===== src/rtl/dac_code_bank.sv =====
module dac_code_bank #(
  parameter int NCH     = 12,
  parameter int CW      = 8,
  parameter int SW      = 4,
  parameter int CHW     = 4,
  parameter int DUAL_LO = 5
) (
  input  logic                  clk,
  input  logic                  rst_n,
  input  logic                  exec,
  input  logic [CHW-1:0]        chan,
  input  logic [CW+SW-1:0]      cmd_data,
  output logic [NCH*CW-1:0]     codes,
  output logic [NCH-DUAL_LO:0]  ana_en,
  output logic                  glob_rst
);
  localparam int NDUAL = NCH - DUAL_LO + 1;
  localparam logic [SW-1:0] OP_LVL = SW'(0);
  localparam logic [SW-1:0] OP_HIZ = SW'(1);
  localparam logic [SW-1:0] OP_RST = SW'(2);

  logic [CW-1:0] lvl;
  logic [SW-1:0] op;
  logic          bcast;

  assign lvl   = cmd_data[CW+SW-1:SW];
  assign op    = cmd_data[SW-1:0];
  assign bcast = exec && (chan == '0);

  for (genvar i = 0; i < NCH; i++) begin : g_ch
    logic hit;
    logic [CW-1:0] code_q;
    assign hit = exec && (chan == CHW'(i + 1));

    always_ff @(posedge clk or negedge rst_n) begin
      if (!rst_n)                              code_q <= '0;
      else if (bcast && op == OP_RST)          code_q <= '0;
      else if ((bcast || hit) && op == OP_LVL) code_q <= lvl;
    end
    assign codes[i*CW +: CW] = code_q;

    if (i >= DUAL_LO - 1) begin : g_dual
      always_ff @(posedge clk or negedge rst_n) begin
        if (!rst_n)                              ana_en[i-DUAL_LO+1] <= 1'b0;
        else if (bcast && op == OP_RST)          ana_en[i-DUAL_LO+1] <= 1'b0;
        else if ((bcast || hit) && op == OP_HIZ) ana_en[i-DUAL_LO+1] <= 1'b0;
        else if ((bcast || hit) && op == OP_LVL) ana_en[i-DUAL_LO+1] <= 1'b1;
      end
    end
  end

  always_ff @(posedge clk or negedge rst_n) begin
    if (!rst_n) glob_rst <= 1'b0;
    else        glob_rst <= bcast && (op == OP_RST);
  end

  logic unused_ok;
  assign unused_ok = (NDUAL > 0);
endmodule



===== config.mk =====
export PLATFORM = sky130hd
export DESIGN_NAME = dac_code_bank
export DESIGN_NICKNAME = d
export VERILOG_FILES = /design/src/rtl/dac_code_bank.sv
export SDC_FILE = /design/constraint.sdc
export NUM_CORES = 1
export LEC_CHECK = 0
export BUFFER_PORTS_ARGS = -buffer_cell sky130_fd_sc_hd__buf_2
export CAP_MARGIN = 10
export CORE_MARGIN = 10
export CORE_UTILIZATION = 30
export CTS_BUF_LIST = sky130_fd_sc_hd__clkbuf_8 sky130_fd_sc_hd__clkbuf_16
export DETAILED_ROUTE_END_ITERATION = 8
export PLACE_DENSITY = 0.59
export SYNTH_ARGS = -nofsm -noshare
export SYNTH_HDL_FRONTEND = slang
export SYNTH_SLANG_ARGS = --single-unit

===== constraint.sdc =====
create_clock -name clk -period 0.89 [get_ports clk]
set_input_delay 0.1335 -clock clk [delete_from_list [all_inputs] [get_ports clk]]
set_output_delay 0.1335 -clock clk [all_outputs]
set_load 0.02 [all_outputs]

# Yosys cells after proc, flatten, opt, wreduce, memory -nomap -nowiden
# Cells that the tools add are included.
# totals
register_bits	105
word_cells	151
input_bits	19
out_inout_bits	105
# classes
n_mux	48
n_eq_ne	14
reduce_logical	68
# op_table
cell	n
two-way mux 8 bit	24
logical AND 1 bit	34
two-way mux 1 bit	24
nonzero test 2 bit	12
nonzero test 3 bit	8
== test 4 bit (second input constant)	5
== test 4 x 3 -> 1 bit (second input constant)	4
== test 4 x 2 -> 1 bit (second input constant)	3
logical OR 1 bit	12
== test 4 x 1 -> 1 bit (second input constant)	2
zero test 4 bit	2

# Logic depth before layout (Yosys ltp)
# depth
ltp_word	7
mapped_depth	6
depth_no_buf	5

# Worst setup path before layout
# No wires, ideal clock.
# synth_path
path_kind	input-to-reg
start	input port exec
end	register g_ch[6].code_q[0]
slack_ns	-0.510
required_ns	0.769
t_arrival_ns	1.279
n_path_buf	2
setup_ns	0.121
path_stages	6
cell_sequence	buf_4 > nand2b_1 > or3_1 > a211o_1 > buf_2 > a22o_1
# synth_via
elab_chain_len	4
elab_cells_between_ends	7
classes_between	1 x mux; 6 x reduce/logical
# synth_rtl
element	line	rtl
start: declaration	10	input logic exec,
logical AND 1 bit, on equally long branches	28, 33	
logical OR 1 bit	38	else if ((bcast || hit) && op == OP_LVL) code_q <= lvl;
logical AND 1 bit	38	
nonzero test 2 bit (no source line)	n/a	
end signal: assignment	38	
end: declaration	32	logic [CW-1:0] code_q;
# Parallel ways exist; a longest one is shown, timed or not.
# A chain may end at the register's enable or synchronous reset.

# Worst setup path in the final report
# layout_path
start	input port cmd_data[0]
end	register g_ch[5].code_q[1]
# layout_via
elab_chain_len	3
elab_cells_between_ends	6
classes_between	1 x eq/ne; 1 x mux; 4 x reduce/logical
# layout_rtl
element	line	rtl
start: declaration	12	input logic [CW+SW-1:0] cmd_data,
== test 4 x 2 -> 1 bit / zero test 4 bit (equally long branches)	37, 38	
logical AND 1 bit, on equally long branches	37, 38	
two-way mux 8 bit / nonzero test 2 bit (equally long branches)	n/a	
end signal: assignment	38	
end: declaration	32	
# Parallel ways exist; a longest one is shown, timed or not.

==> results.toml <==
[cts]
cts_sinks = 105
clk_latency_ns = 0.35
cts_buffer_depth = 2
cts_tree = "built"
cts_max_level = 3
clk_pin_slew_ns = 0.07
cts-root-buf = "clkbuf_16"
cts_buffers = 9

[timing]
slew_violations = 0
hold_viol = 0
finalCritPeriodShare = 1.27
skew_ns = 0
worstMarginPinSlew_ns = 0.405
slew_headroom = 0.730
setup_violations = 209
rsz0062_at_grt = "yes"
period_needed_ns = 1.13
setup_ws_ns = -0.239
fmax_ghz = 0.886

[pwr]
p_seq_frac = 0.412
ir_drop_mv = 1.38
p_clk_frac = 0.344
p_int_mw = 9.76
totalPowerFinal_mw = 13.5
swShare = 0.278
switchingPower_mw = 3.77
p_leak_nw = 3.87
comb_power_share = 0.244
powerDensity_nw_per_um2 = 1790

[placement]
hpwl_um = 9800
detailedPlace.worstSlack_ns = -0.737
place_congestion = 0.783
dpl_cell_area_um2 = 5510
port-buffer-count = 123
post-place-cells = 683

[critical_path]
path_cells = "buf_8 > nor3_4 > nand4_1 > buf_6 > a21o_4 > a22o_1"
path_max_fanout = 8
worstSetupPathType = "primary input to flip-flop"
slowest_stage = "nor3_4"
cp.arrival_ns = 1.37
worst-r2r-cell-count = 3
cp.depth = 6
critical-path-max-stage-delay_ns = 0.27
critical-path-top-delay-family = "simple AND/OR/NAND/NOR gates"
cp-end-kind = "flip-flop"
path_buf_inv = 2
start_kind = "primary input"
required_ns = 1.13

[logic_synthesis]
synth_area_um2 = 4280
synth_top_area_cell = "dfrtp_1"
syn_inst = 355
synthDistinctLibCells = 44
synth-async-reset-ratio = 1.00
syn_nets = 374
synth_seq_cells = 105
synth_area_leaders = "dfrtp_1 61%, a22o_1 9.8%, mux2i_1 5.6%"
synthFlopType = "dfrtp_1"
synth-seq-area-share = 0.614
yosysWarnings = 0
netlist_top_cells_count = "105 x dfrtp_1, 48 x a22o_1, 33 x nand2_1, 28 x nor2_1, 24 x mux2i_1"
avgSynthCellArea_um2 = 12.1
yosysMostFrequentCell = "dfrtp_1"
synth-edff-count = 0
yosysTopAreaCellShare = 0.614

[global_route]
grt_max_degree = 28
grt-ovfl-total = 0
use_met2 = 0.241
busiest_layer = "met2"
use_met1 = 0.175
use_met3 = 0.0732
grt_usage = 0.150
grt_pass1_vias = 4087
antenna_found_initial = 0
grt_pass1_wl_um = 23500

[floorplanning]
placementRows = 43
die_h_um = 139
ios = 124
core_area_um2 = 13900
die_w_um = 139
dieArea_um2 = 19400
initial_core_util = 0.307

[final_layout]
fin_nets = 611
seq_area_um2 = 2630
area_growth_pct = 77.0
n_antenna_cell = 0
drive_gt1_frac = 0.558
final_cells = 777
multi_input_area_um2 = 1950
final_area_um2 = 7580
n_fill_cell = 1160

[routing]
vias = 3768
firstDrtPassIters = 4
drt_iter0_drc = 167
final_antenna_net_count = 0
wire_per_inst_um = 19.1
wl_um = 14900
vias_per_cell = 4.85
drc = 0

[outcome]
run_status = "finished with violations"
violations = "setup timing"

[hold_path]
hp-class = "primary input to flip-flop"
hold_depth = 3

[flow_run]
cap_violations = 0
layout by cell type (no fill, tap or decap), types with 3 or more instances in the layout:
cell type	instances
buf_8	3
o21ai_1	10
inv_1	3
inv_6	3
a22o_1	48
clkbuf_16	9
o21ai_2	14
nor2_4	8
buf_2	8
bufinv_16	3
a211o_4	3
dfrtp_1	105
nor2_1	24
buf_6	129
mux2i_1	24
nand4b_1	3
o22a_1	3
buf_12	5
nand2_2	3
nand2_8	7
or3_4	6
nand2_1	22
buf_4	102
nand2b_4	3
timing repair:
action,in CTS,in global routing
endpoints found under the setup margin,210,209
pin swaps,45,25
hold buffers,1,0
resized for setup,291,30
setup buffers,48,23
cloned,6,0
endpoints found under the hold margin,36,0
worst min-delay path: stages:
cell      delay, ns
buf_4          0.14
nand2b_4       0.07
o41a_1         0.14
power groups by stage:
stage	Sequential, mW	Clock (mW)	Combinational (mW)
6_report	5.57	4.66	3.30
3_5_place_dp	5.56	0	2.18
3_3_place_gp	5.55	0	2.15
4_1_cts	5.56	4.74	3.12
5_1_grt	5.62	4.96	3.52
2_1_floorplan	6.10	0	0.621
state kept, by name (all words and copies together), names as in the netlist:
register     count
glob_rst         1
ana_en           8
g_ch.code_q     96
stage by stage:
step	utilization	TNS (ns)	hold slack [ns]
finish	0.544	-27.96	0.163
global route	0.544	-34.29	0.167
CTS	0.520	-26.37	0.152
detailed placement	0.395	-61.23	0.0690
global placement	0.395	-58.62	0.0637
floorplan	-	-32.20	-0.162
final cells by class:
class	count	share of cell area
sequential	105	0.347
clock buffer	9	0.0297
multi-input combinational	224	0.257
tap	180	0.0297
inverter	4	0.00198
clock inverter	7	0.0164
timing repair buffer	248	0.319
per-layer routing:
| layer | wire length (um) | part of all wire |
|---|---|---|
| met1 | 5950 | 0.40 |
| met2 | 7300 | 0.49 |
| met3 | 1380 | 0.093 |
| met4 | 225 | 0.015 |
| met5 | 0 | 0 |
cells by family (layout without fill, tap and decap cells):
family / count (synthesis) / after routing / synth area share
buffers and inverters: 31 / 268 / 0.0360
muxes: 24 / 24 / 0.0561
xor gates and xnor gates: 4 / 4 / 0.00819
and+or+nand+nor: 97 / 101 / 0.112
DFF: 105 / 105 / 0.614
AOI/OAI and AO/OA: 94 / 95 / 0.174
final timing paths:
| check | startpoint | endpoint | slack [ns] |
|---|---|---|---|
| min | exec | ana_en[5]$_DFFE_PN0P_ | 0.16 |
| max | cmd_data[0] | g_ch[5].code_q[1]$_DFFE_PN0P_ | -0.24 |
| min in group asynchronous | rst_n | g_ch[6].code_q[3]$_DFFE_PN0P_ | 0.24 |
| min reg2reg | g_ch[8].code_q[1]$_DFFE_PN0P_ | g_ch[8].code_q[1]$_DFFE_PN0P_ | 0.51 |
| max in group asynchronous | rst_n | g_ch[11].code_q[6]$_DFFE_PN0P_ | 0.18 |
| max reg2reg | g_ch[5].code_q[6]$_DFFE_PN0P_ | g_ch[5].code_q[6]$_DFFE_PN0P_ | -0.06 |
Power figures use the tool's default switching activity.
